**src/rtl/dual_cmp_pwm_pkg.sv**
```systemverilog
package dual_cmp_pwm_pkg;
  typedef struct packed {
    logic [1:0] reload;
    logic       setOut;
    logic       clrOut;
    logic       tglOut;
  } pwmStb_t;

  localparam logic [1:0] ADDR_CTRL   = 2'd0;
  localparam logic [1:0] ADDR_PERIOD = 2'd1;
  localparam logic [1:0] ADDR_TIME0  = 2'd2;
  localparam logic [1:0] ADDR_TIME1  = 2'd3;
  localparam int         EN_BIT      = 0;
  localparam int         PAIR_BIT    = 8;
endpackage

```
**src/rtl/pwm_dp.sv**
```systemverilog
module pwm_dp
  import dual_cmp_pwm_pkg::*;
#(
  parameter int TW = 16
) (
  input  logic          clk,
  input  logic          rst_n,
  input  logic          wrEn,
  input  logic [1:0]    wrAddr,
  input  logic [TW-1:0] wrData,
  input  logic [TW-1:0] timer,
  input  pwmStb_t       stb,
  output logic          en,
  output logic          pair,
  output logic          tick,
  output logic [1:0]    eq,
  output logic          wrCtrl,
  output logic [1:0]    wrTime,
  output logic          pwmOut
);
  logic [TW-1:0] periodReg;
  logic [TW-1:0] prevTimer;
  logic [TW-1:0] matchTime [2];
  logic          enReg, pairReg, pwmReg;

  assign wrCtrl = wrEn && (wrAddr == ADDR_CTRL);
  assign wrTime[0] = wrEn && (wrAddr == ADDR_TIME0);
  assign wrTime[1] = wrEn && (wrAddr == ADDR_TIME1);
  assign tick = (timer != prevTimer);
  assign en = enReg;
  assign pair = pairReg;
  assign pwmOut = pwmReg;

  always_ff @(posedge clk) begin
    if (!rst_n) begin
      enReg     <= 1'b0;
      pairReg   <= 1'b0;
      periodReg <= '0;
      prevTimer <= '0;
      pwmReg    <= 1'b0;
    end else begin
      prevTimer <= timer;
      if (wrCtrl) begin
        enReg   <= wrData[EN_BIT];
        pairReg <= wrData[PAIR_BIT];
      end
      if (wrEn && (wrAddr == ADDR_PERIOD)) periodReg <= wrData;
      if (!enReg)           pwmReg <= 1'b0;
      else if (stb.clrOut)  pwmReg <= 1'b0;
      else if (stb.setOut)  pwmReg <= 1'b1;
      else if (stb.tglOut)  pwmReg <= ~pwmReg;
    end
  end

  for (genvar ch = 0; ch < 2; ch++) begin : g_chan
    assign eq[ch] = (timer == matchTime[ch]);
    always_ff @(posedge clk) begin
      if (!rst_n)               matchTime[ch] <= '0;
      else if (wrTime[ch])      matchTime[ch] <= wrData;
      else if (stb.reload[ch])  matchTime[ch] <= matchTime[ch] + periodReg;
    end

    // reload moves the match time forward by the period
    p_reload_sum_r6: assert property (@(posedge clk) disable iff (!rst_n)
      (stb.reload[ch] && !wrTime[ch]) |=>
        (matchTime[ch] == $past(matchTime[ch] + periodReg)));
  end

  p_off_low_r10: assert property (@(posedge clk) disable iff (!rst_n)
    !enReg |=> !pwmReg);
  p_set_high_r4: assert property (@(posedge clk) disable iff (!rst_n)
    (enReg && stb.setOut && !stb.clrOut) |=> pwmReg);
  p_clr_low_r5: assert property (@(posedge clk) disable iff (!rst_n)
    stb.clrOut |=> !pwmReg);
endmodule

```
**src/rtl/pwm_ctl.sv**
```systemverilog
module pwm_ctl
  import dual_cmp_pwm_pkg::*;
#(
  parameter int SVC_DLY = 4
) (
  input  logic       clk,
  input  logic       rst_n,
  input  logic       en,
  input  logic       pair,
  input  logic       tick,
  input  logic [1:0] eq,
  input  logic       wrCtrl,
  input  logic [1:0] wrTime,
  output pwmStb_t    stb,
  output logic       overrun
);
  localparam int CW = $clog2(SVC_DLY + 1);
  localparam logic [CW-1:0] DLY_LOAD = CW'(SVC_DLY);

  logic [1:0]    active, hit, lateHit;
  logic [CW-1:0] pendCnt [2];
  logic          ovrReg;

  assign active[0] = en;
  assign active[1] = en && pair;

  for (genvar ch = 0; ch < 2; ch++) begin : g_pend
    assign hit[ch] = active[ch] && tick && eq[ch];
    assign lateHit[ch] = hit[ch] && (pendCnt[ch] != '0);
    assign stb.reload[ch] = active[ch] && !wrTime[ch] && (pendCnt[ch] == CW'(1));
    always_ff @(posedge clk) begin
      if (!rst_n)                           pendCnt[ch] <= '0;
      else if (wrTime[ch] || !active[ch])   pendCnt[ch] <= '0;
      else if (hit[ch])                     pendCnt[ch] <= DLY_LOAD;
      else if (pendCnt[ch] != '0)           pendCnt[ch] <= pendCnt[ch] - CW'(1);
    end
  end

  assign stb.setOut = pair && hit[0];
  assign stb.clrOut = hit[1];
  assign stb.tglOut = !pair && hit[0];

  always_ff @(posedge clk) begin
    if (!rst_n)           ovrReg <= 1'b0;
    else if (wrCtrl)      ovrReg <= 1'b0;
    else if (|lateHit)    ovrReg <= 1'b1;
  end
  assign overrun = ovrReg;

  p_ovr_sticky_r11: assert property (@(posedge clk) disable iff (!rst_n)
    (ovrReg && !wrCtrl) |=> ovrReg);
  p_ovr_clear_r11: assert property (@(posedge clk) disable iff (!rst_n)
    wrCtrl |=> !ovrReg);
endmodule

```
**src/rtl/dual_cmp_pwm.sv**
```systemverilog
module dual_cmp_pwm
  import dual_cmp_pwm_pkg::*;
#(
  parameter int TW      = 16,
  parameter int SVC_DLY = 4
) (
  input  logic          clk,
  input  logic          rst_n,
  input  logic          wrEn,
  input  logic [1:0]    wrAddr,
  input  logic [TW-1:0] wrData,
  input  logic [TW-1:0] timer,
  output logic          pwmOut,
  output logic          overrun
);
  pwmStb_t    stb;
  logic       en, pair, tick, wrCtrl;
  logic [1:0] eq, wrTime;

  pwm_dp #(.TW(TW)) u_dp (
    .clk(clk), .rst_n(rst_n), .wrEn(wrEn), .wrAddr(wrAddr), .wrData(wrData),
    .timer(timer), .stb(stb), .en(en), .pair(pair), .tick(tick), .eq(eq),
    .wrCtrl(wrCtrl), .wrTime(wrTime), .pwmOut(pwmOut)
  );

  pwm_ctl #(.SVC_DLY(SVC_DLY)) u_ctl (
    .clk(clk), .rst_n(rst_n), .en(en), .pair(pair), .tick(tick), .eq(eq),
    .wrCtrl(wrCtrl), .wrTime(wrTime), .stb(stb), .overrun(overrun)
  );
endmodule

```
**config.mk**
```make
export PLATFORM = sky130hd
export DESIGN_NAME = dual_cmp_pwm
export DESIGN_NICKNAME = d
export VERILOG_FILES = /design/src/rtl/dual_cmp_pwm_pkg.sv /design/src/rtl/pwm_dp.sv /design/src/rtl/pwm_ctl.sv /design/src/rtl/dual_cmp_pwm.sv
export SDC_FILE = /design/constraint.sdc
export NUM_CORES = 1
export LEC_CHECK = 0
export ABC_AREA = 1
export BUFFER_PORTS_ARGS = -buffer_cell sky130_fd_sc_hd__buf_4
export CORE_ASPECT_RATIO = 1.75
export CORE_MARGIN = 3
export CORE_UTILIZATION = 50
export CTS_CLUSTER_DIAMETER = 150
export DETAILED_ROUTE_END_ITERATION = 10
export PLACE_DENSITY = 0.77
export RECOVER_POWER = 25
export SLEW_MARGIN = 10
export SYNTH_ARGS = -nofsm -noshare
export SYNTH_HDL_FRONTEND = slang
export SYNTH_HIERARCHICAL = 1
export SYNTH_SLANG_ARGS = --single-unit
```
**constraint.sdc**
```tcl
create_clock -name clk -period 3.5 [get_ports clk]
set_input_delay 0.175 -clock clk [delete_from_list [all_inputs] [get_ports clk]]
set_output_delay 0.175 -clock clk [all_outputs]
set_load 0.01 [all_outputs]
```
==> results of run 1 <==
-- cell families after synthesis --
family          count (synthesis)
simple gates                  336
compound gates                101
buf+inv                       164
xor+xnor                       48
fa+ha+maj                      38
flops                          74
-- path summary, 6_finish.rpt --
kind	cells past startpoint	endpoint	slack, ns	start
setup / recovery	5	u_dp/matchTime[1][14]	1.27	u_ctl/pendCnt[1][0]
hold / removal	3	u_dp/prevTimer[12]	0.03	timer[12]
setup reg to reg	5	u_dp/matchTime[1][14]	1.27	u_ctl/pendCnt[1][0]
hold reg to reg	2	u_dp/periodReg[6]	0.49	u_dp/periodReg[6]
-- critical path: cells and delay by family (launching register included) --
kind	cells	cell delay, ns
flip-flops	1	0.42
AO/OA/AOI/OAI	1	0.50
AND/OR/NAND/NOR	3	0.69
adder cells (fa/ha/maj)	1	0.22
-- routing by layer --
| layer | wire (um) | vias up | global-route usage [%] |
|---|---|---|---|
| met5 | 0 | - | 0 |
| met4 | 780 | 0 | 14.2 |
| met3 | 698 | 45 | 3.16 |
| met2 | 7650 | 153 | 44.8 |
| met1 | 5320 | 2271 | 25.8 |
| li1 | - | 2500 | - |
-- synth_stat cells --
cell type,instances
buf_6,3
nor3_1,8
dfxtp_1,36
nand4_1,15
ha_1,36
buf_2,1
nor4_1,2
xnor2_1,35
xor2_1,13
nor3_4,1
inv_1,148
inv_2,5
nor2_2,1
edfxtp_1,38
o21bai_1,1
nand3b_1,5
nor2_4,1
a21oi_1,53
o22ai_1,1
o21ai_2,1
or2_2,10
nand2_4,1
clkbuf_1,5
a22o_1,1
nor2_1,44
nand2_1,192
o2111ai_1,1
buf_1,1
nor3b_1,2
nand3_2,2
buf_4,1
fa_1,2
o21ai_0,32
nand3_1,52
o21ai_1,11
-- cell usage in the layout, fill, tap and decap left out, drive strengths merged --
master     n
xnor2     35
clkbuf    14
o22ai      1
nor2      46
or2       10
o2111ai    1
nor4       2
a22o       1
nand2    193
nand4     15
xor2      13
dfxtp     36
nand3b     5
o21bai     1
edfxtp    38
a21oi     53
nor3b      2
clkinv     1
o21ai     44
nor3       9
nand3     54
inv      157
buf       36
fa         2
ha        36
-- stage by stage --
stage	cell area (um2)	hold WS, ns	util (%)
final	6090	0.0346	58.5
after global routing	6090	0.0512	58.5
after detailed placement	5790	0.383	55.6
after global placement	5790	0.379	55.6
after CTS	6100	0.0270	58.6
after floorplan	5410	0.268	-
-- registers in the layout (all words and copies together), names as in the netlist --
name            flops
u_dp/matchTime     32
u_dp/periodReg     16
u_dp/pair           1
u_ctl/overrun       1
u_dp/prevTimer     16
u_dp/pwmOut         1
u_ctl/pendCnt       6
u_dp/en             1
-- power by group through the flow --
stage               logic, mW  registers (mW)  clock network [mW]
floorplan               0.266            1.00                   0
global placement        0.382            1.02                   0
detailed placement      0.385            1.02                   0
CTS                     0.391            1.00               0.959
global route            0.441            1.00                1.00
finish                  0.394            1.00               0.948
-- final cells by class --
type	instances	area [um2]	area share, %
Clock inverter	5	37.5	0.616
Multi-Input combinational cell	523	2900	47.7
Sequential cell	74	1860	30.6
Inverter	153	574	9.43
Tap cell	127	159	2.61
Timing Repair Buffer	39	282	4.62
Clock buffer	11	275	4.52
==> results.cfg, run 1 <==
[floorplan]
die_w_um = 84.6
core_area_um2 = 10400
start_util_pct = 51.9
io_pins = 39
die-area_um2 = 12200
num_rows = 49
fp.dieH_um = 144

[setup_path]
critPathArrivalTime_ns = 2.17
end_kind = flip-flop
path_common_cell = nand2_1
max_stage_delay_ns = 0.55
critPathMaxFanout = 16
critPathKind = flip-flop to flip-flop
required_ns = 3.44
crit_chain = ha_1 > nand2_1 > nor2_1 > o21ai_2 > nand2_1
cp_slowest_cell = nand2_1
start_kind = flip-flop

[grt]
antenna_found_initial = 0
grt_pass1_wl_um = 22600
grt.total_usage_pct = 24.2
grt_max_degree = 44
grt_pass1_vias = 4695
overflow = 0

[drt]
routed_via_density = 5.33
routed_wl_um = 14500
first_iter_violations = 375
wire_per_inst_um = 15.5
drc_errors = 0
dr.pass1.iters = 5
num_vias = 4969
ant_nets = 0

[clock_network]
htreeDepth = 3
cts.sinks = 74
clkSlewWorstSetupHoldPaths_ns = 0.06
cts_buffers = 9
cts_resized = 0
cts_tree = built
cts_root_buf = clkbuf_16
cts_buffer_depth = 2
cts_hold_buffers = 0
clk_latency_ns = 0.34
cts_setup_buffers = 0

[synthesis]
synth-simple-area-share_pct = 27.2
synth_area_per_cell_um2 = 7.11
syn_nets = 836
synth_top_family_by_area = simple AND/OR/NAND/NOR gates
synth_top_cell_by_area = edfxtp_1
ys_types = 35
yosys.area_share.adder_pct = 9.07
synth_compound_area_share_pct = 9.62
synth_xor_area_share_pct = 7.77
synth_cells = 761
ys_seq_area_share_pct = 34.4
synth_seq_cells = 74
synth_area_leaders = edfxtp_1 (21%), dfxtp_1 (13%), nand2_1 (13%)
synth_area_um2 = 5410
ys_warn_count = 6
synthMuxAreaShare_pct = 0
yosys.area.top_type_share_pct = 21.1

[sta]
setup_ws_ns = 1.27
slew_headroom_pct = 25.5
finalCritPeriodShare_pct = 63.8
hold_violations = 0
worstMarginPinSlew_ns = 1.11
final.setup_skew_ns = 0.00864
fmax_mhz = 448
period_needed_ns = 2.23
setup_tns_ns = 0
rsz0062_at_grt = no
slew_violations = 0
setup_violations = 0

[power_and_ir_drop]
power_mw = 2.34
p_leak_nw = 3.17
p_switching_mw = 0.658
p_clk_share_pct = 40.5
irDropWorstVdd_mv = 0.248
p_per_area_nw_per_um2 = 384
swShare_pct = 28.1
combPwrFrac_pct = 16.8
seqPwrFrac_pct = 42.7
p_int_mw = 1.68

[cells_and_area]
n_fill_cell = 983
area_growth_pct = 12.7
drive_above_1_share_pct = 9.07
finalNonFillerCells = 932
fin_nets = 875
diodes = 0

[place]
place_ws_ns = 1.24
hpwlAfterDp_um = 11500
port_buffers = 38
place_inst = 916
gp_congestion = 0.933

[hold_path]
hp-class = input port to flip-flop

[flow_run]
max_cap_viol_count = 0

[run_status]
status = finished, final reports clean
(Power assumes the default switching activity.)
==> run 2, diff against run 1 <==
--- a/config.mk
+++ b/config.mk
@@ -5,14 +5,14 @@
 export SDC_FILE = /design/constraint.sdc
 export NUM_CORES = 1
 export LEC_CHECK = 0
-export ABC_AREA = 1
+export ABC_AREA = 0
 export BUFFER_PORTS_ARGS = -buffer_cell sky130_fd_sc_hd__buf_4
 export CORE_ASPECT_RATIO = 1.75
 export CORE_MARGIN = 3
 export CORE_UTILIZATION = 50
 export CTS_CLUSTER_DIAMETER = 150
 export DETAILED_ROUTE_END_ITERATION = 10
-export PLACE_DENSITY = 0.77
+export PLACE_DENSITY = 0.8
 export RECOVER_POWER = 25
 export SLEW_MARGIN = 10
 export SYNTH_ARGS = -nofsm -noshare
==> constraint.sdc (replaced) <==
create_clock -name clk -period 1.9 [get_ports clk]
set_input_delay 0.095 -clock clk [delete_from_list [all_inputs] [get_ports clk]]
set_output_delay 0.095 -clock clk [all_outputs]
set_load 0.01 [all_outputs]
==> results.cfg, run 2 <==
[sta]
finalCritPeriodShare_pct = 133
rsz0062_at_grt = yes
setup_ws_ns = -0.620
period_needed_ns = 2.52
worstMarginPinSlew_ns = 0.610
hold_violations = 0
setup_violations = 37
slew_headroom_pct = 59.3
slew_violations = 0
fmax_mhz = 397
final.setup_skew_ns = 0.00945

[drt]
drc_errors = 0
routed_via_density = 6.26
num_vias = 5247
first_iter_violations = 578
wire_per_inst_um = 21.6
routed_wl_um = 18100
dr.pass1.iters = 5
ant_nets = 0

[synthesis]
ys_seq_area_share_pct = 37.4
synth_seq_cells = 74
synth_area_per_cell_um2 = 9.05
ys_types = 58
yosysMostFrequentCell = nand2_1
yosys.area.top_type_share_pct = 22.9
synth_edf_count = 38
synth_area_um2 = 4980
synth_area_leaders = edfxtp_1 (23%), dfxtp_1 (14%), ha_1 (9.0%)
yosys.area_share.adder_pct = 9.85
ys_warn_count = 6
synthMuxAreaShare_pct = 1.01
syn_nets = 625
synth-simple-area-share_pct = 20.5
synth_top_cell_by_area = edfxtp_1
synth_common_cells = nand2_1 (86), xnor2_1 (43), edfxtp_1 (38)
synth_cells = 550
synth_compound_area_share_pct = 16.7
synth_top_family_by_area = simple AND/OR/NAND/NOR gates
synth-main-ff-cell = edfxtp_1
ys_async_sr_fraction_pct = 0
synth_xor_area_share_pct = 12.1

[clock_network]
cts_buffer_depth = 2
cts_tree = built
cts_buffers = 9
clkSlewWorstSetupHoldPaths_ns = 0.06
htreeDepth = 3
cts_root_buf = clkbuf_16
cts.sinks = 74
clk_latency_ns = 0.34
cts_hold_buffers = 0

[setup_path]
critPathKind = flip-flop to flip-flop
critPathMaxFanout = 2
end_kind = flip-flop
required_ns = 2.06
start_kind = flip-flop
critPathArrivalTime_ns = 2.67

[cells_and_area]
top_register = u_dp/matchTime
largest_reg_flops = 32
finalNonFillerCells = 838
multi_input_area_um2 = 3500
finish.utilization_pct = 75.3
fin_nets = 786
final_cell_mix = buf_4 (155), nand2_1 (83), edfxtp_1 (38)
reg.largest.list = u_dp/matchTime x32, u_dp/periodReg x16, u_dp/prevTimer x16
drive_above_1_share_pct = 36.9
diodes = 0
final_common_cell = buf_4
n_fill_cell = 624
seqCellArea_um2 = 1870
area_growth_pct = 44.8

[grt]
grt.total_usage_pct = 30.0
grt_max_degree = 27
overflow = 0
antenna_found_initial = 0
grt_pass1_vias = 5224
grt_pass1_wl_um = 25800

[power_and_ir_drop]
swShare_pct = 26.9
p_int_mw = 3.26
combPwrFrac_pct = 20.8
p_per_area_nw_per_um2 = 617
irDropWorstVdd_mv = 0.558
p_clk_share_pct = 38.3
power_mw = 4.45
p_leak_nw = 3.03
p_switching_mw = 1.20
seqPwrFrac_pct = 40.9

[hold_path]
hp-class = input port to flip-flop

[place]
port_buffers = 38
gp_congestion = 0.956
hpwlAfterDp_um = 12000
place_inst = 813
place_ws_ns = -0.566

[floorplan]
die_w_um = 81.4
num_rows = 47
core_area_um2 = 9590
start_util_pct = 52.0
die-area_um2 = 11200
io_pins = 39
fp.dieH_um = 138

[run_status]
status = finished, violations left
violations = negative setup slack

[flow_run]
max_cap_viol_count = 0
==> run 2: cell types whose count changed after synthesis, sizes merged, moves of 7 or more <==
cell / change
a21boi: +21
a21o: +10
a21oi: -25
and2: +21
and3: +7
clkbuf: +12
inv: -141
nand2: -107
nand3: -38
nor2: -25
o21ai: -15
xnor2: +8
xor2: +13
==> run 2: worst paths after layout <==
check,cells past startpoint,start,slack (ns),end
worst max-delay path,9,u_dp/matchTime[1][0],-0.62,u_dp/matchTime[1][12]
worst min-delay path,2,timer[12],0.03,u_dp/prevTimer[12]
worst max register to register,9,u_dp/matchTime[1][0],-0.62,u_dp/matchTime[1][12]
worst min register to register,2,u_dp/periodReg[6],0.52,u_dp/periodReg[6]
==> run 2: layer usage <==
metal / share of wire (%) / track usage (%) / up-vias
li1: - / - / 2305
met1: 34 / 31.9 / 2481
met2: 52 / 51.0 / 346
met3: 7.2 / 5.60 / 115
met4: 7.6 / 21.5 / 0
met5: 0 / 0 / -
==> run 2: area by class of cell <==
class / instances / share of cell area [%]
Clock buffer: 11 / 3.37
Clock inverter: 5 / 0.746
Inverter: 12 / 0.624
Multi-Input combinational cell: 444 / 48.6
Sequential cell: 74 / 25.9
Tap cell: 122 / 2.12
Timing Repair Buffer: 170 / 18.7
==> run 2: metrics by stage <==
step                setup TNS, ns  area (um2)  hold slack, ns
global placement            -6.76        6340           0.347
global route               -11.55        7210          0.0292
detailed placement          -8.24        6340           0.354
CTS                         -6.14        6980          0.0151
finish                      -8.24        7210          0.0265
floorplan                   -2.19        5040           0.217
==> run 2: cells by family after synthesis <==
family | Yosys count
multiplexers | 5
AO/OA/AOI/OAI | 126
buffers and inverters | 32
flip-flops | 74
AND/OR/NAND/NOR | 206
XOR/XNOR | 69
adder cells (fa/ha/maj) | 38
==> run 2: what timing repair did <==
item	in CTS	in global routing
gates cloned	0	0
pin swaps	51	39
gates resized for setup	66	38
buffers inserted	8	8
setup endpoints to repair	54	55
==> run 2: power groups by stage <==
| stage | Combinational [mW] | Clock, mW | Sequential (mW) |
|---|---|---|---|
| floorplan | 0.389 | 0 | 1.83 |
| global placement | 0.751 | 0 | 1.84 |
| detailed placement | 0.775 | 0 | 1.85 |
| CTS | 0.841 | 1.71 | 1.81 |
| global route | 0.979 | 1.79 | 1.83 |
| finish | 0.925 | 1.71 | 1.82 |
==> run 2: critical path: stages (launching register included) <==
cell and delay, ns:
edfxtp_1 0.45, ha_4 0.21, fa_2 0.37, a21o_1 0.18, and4_4 0.15, o211ai_1 0.31, buf_4 0.20, a31oi_4 0.07
o21a_1 0.18, o31ai_1 0.21
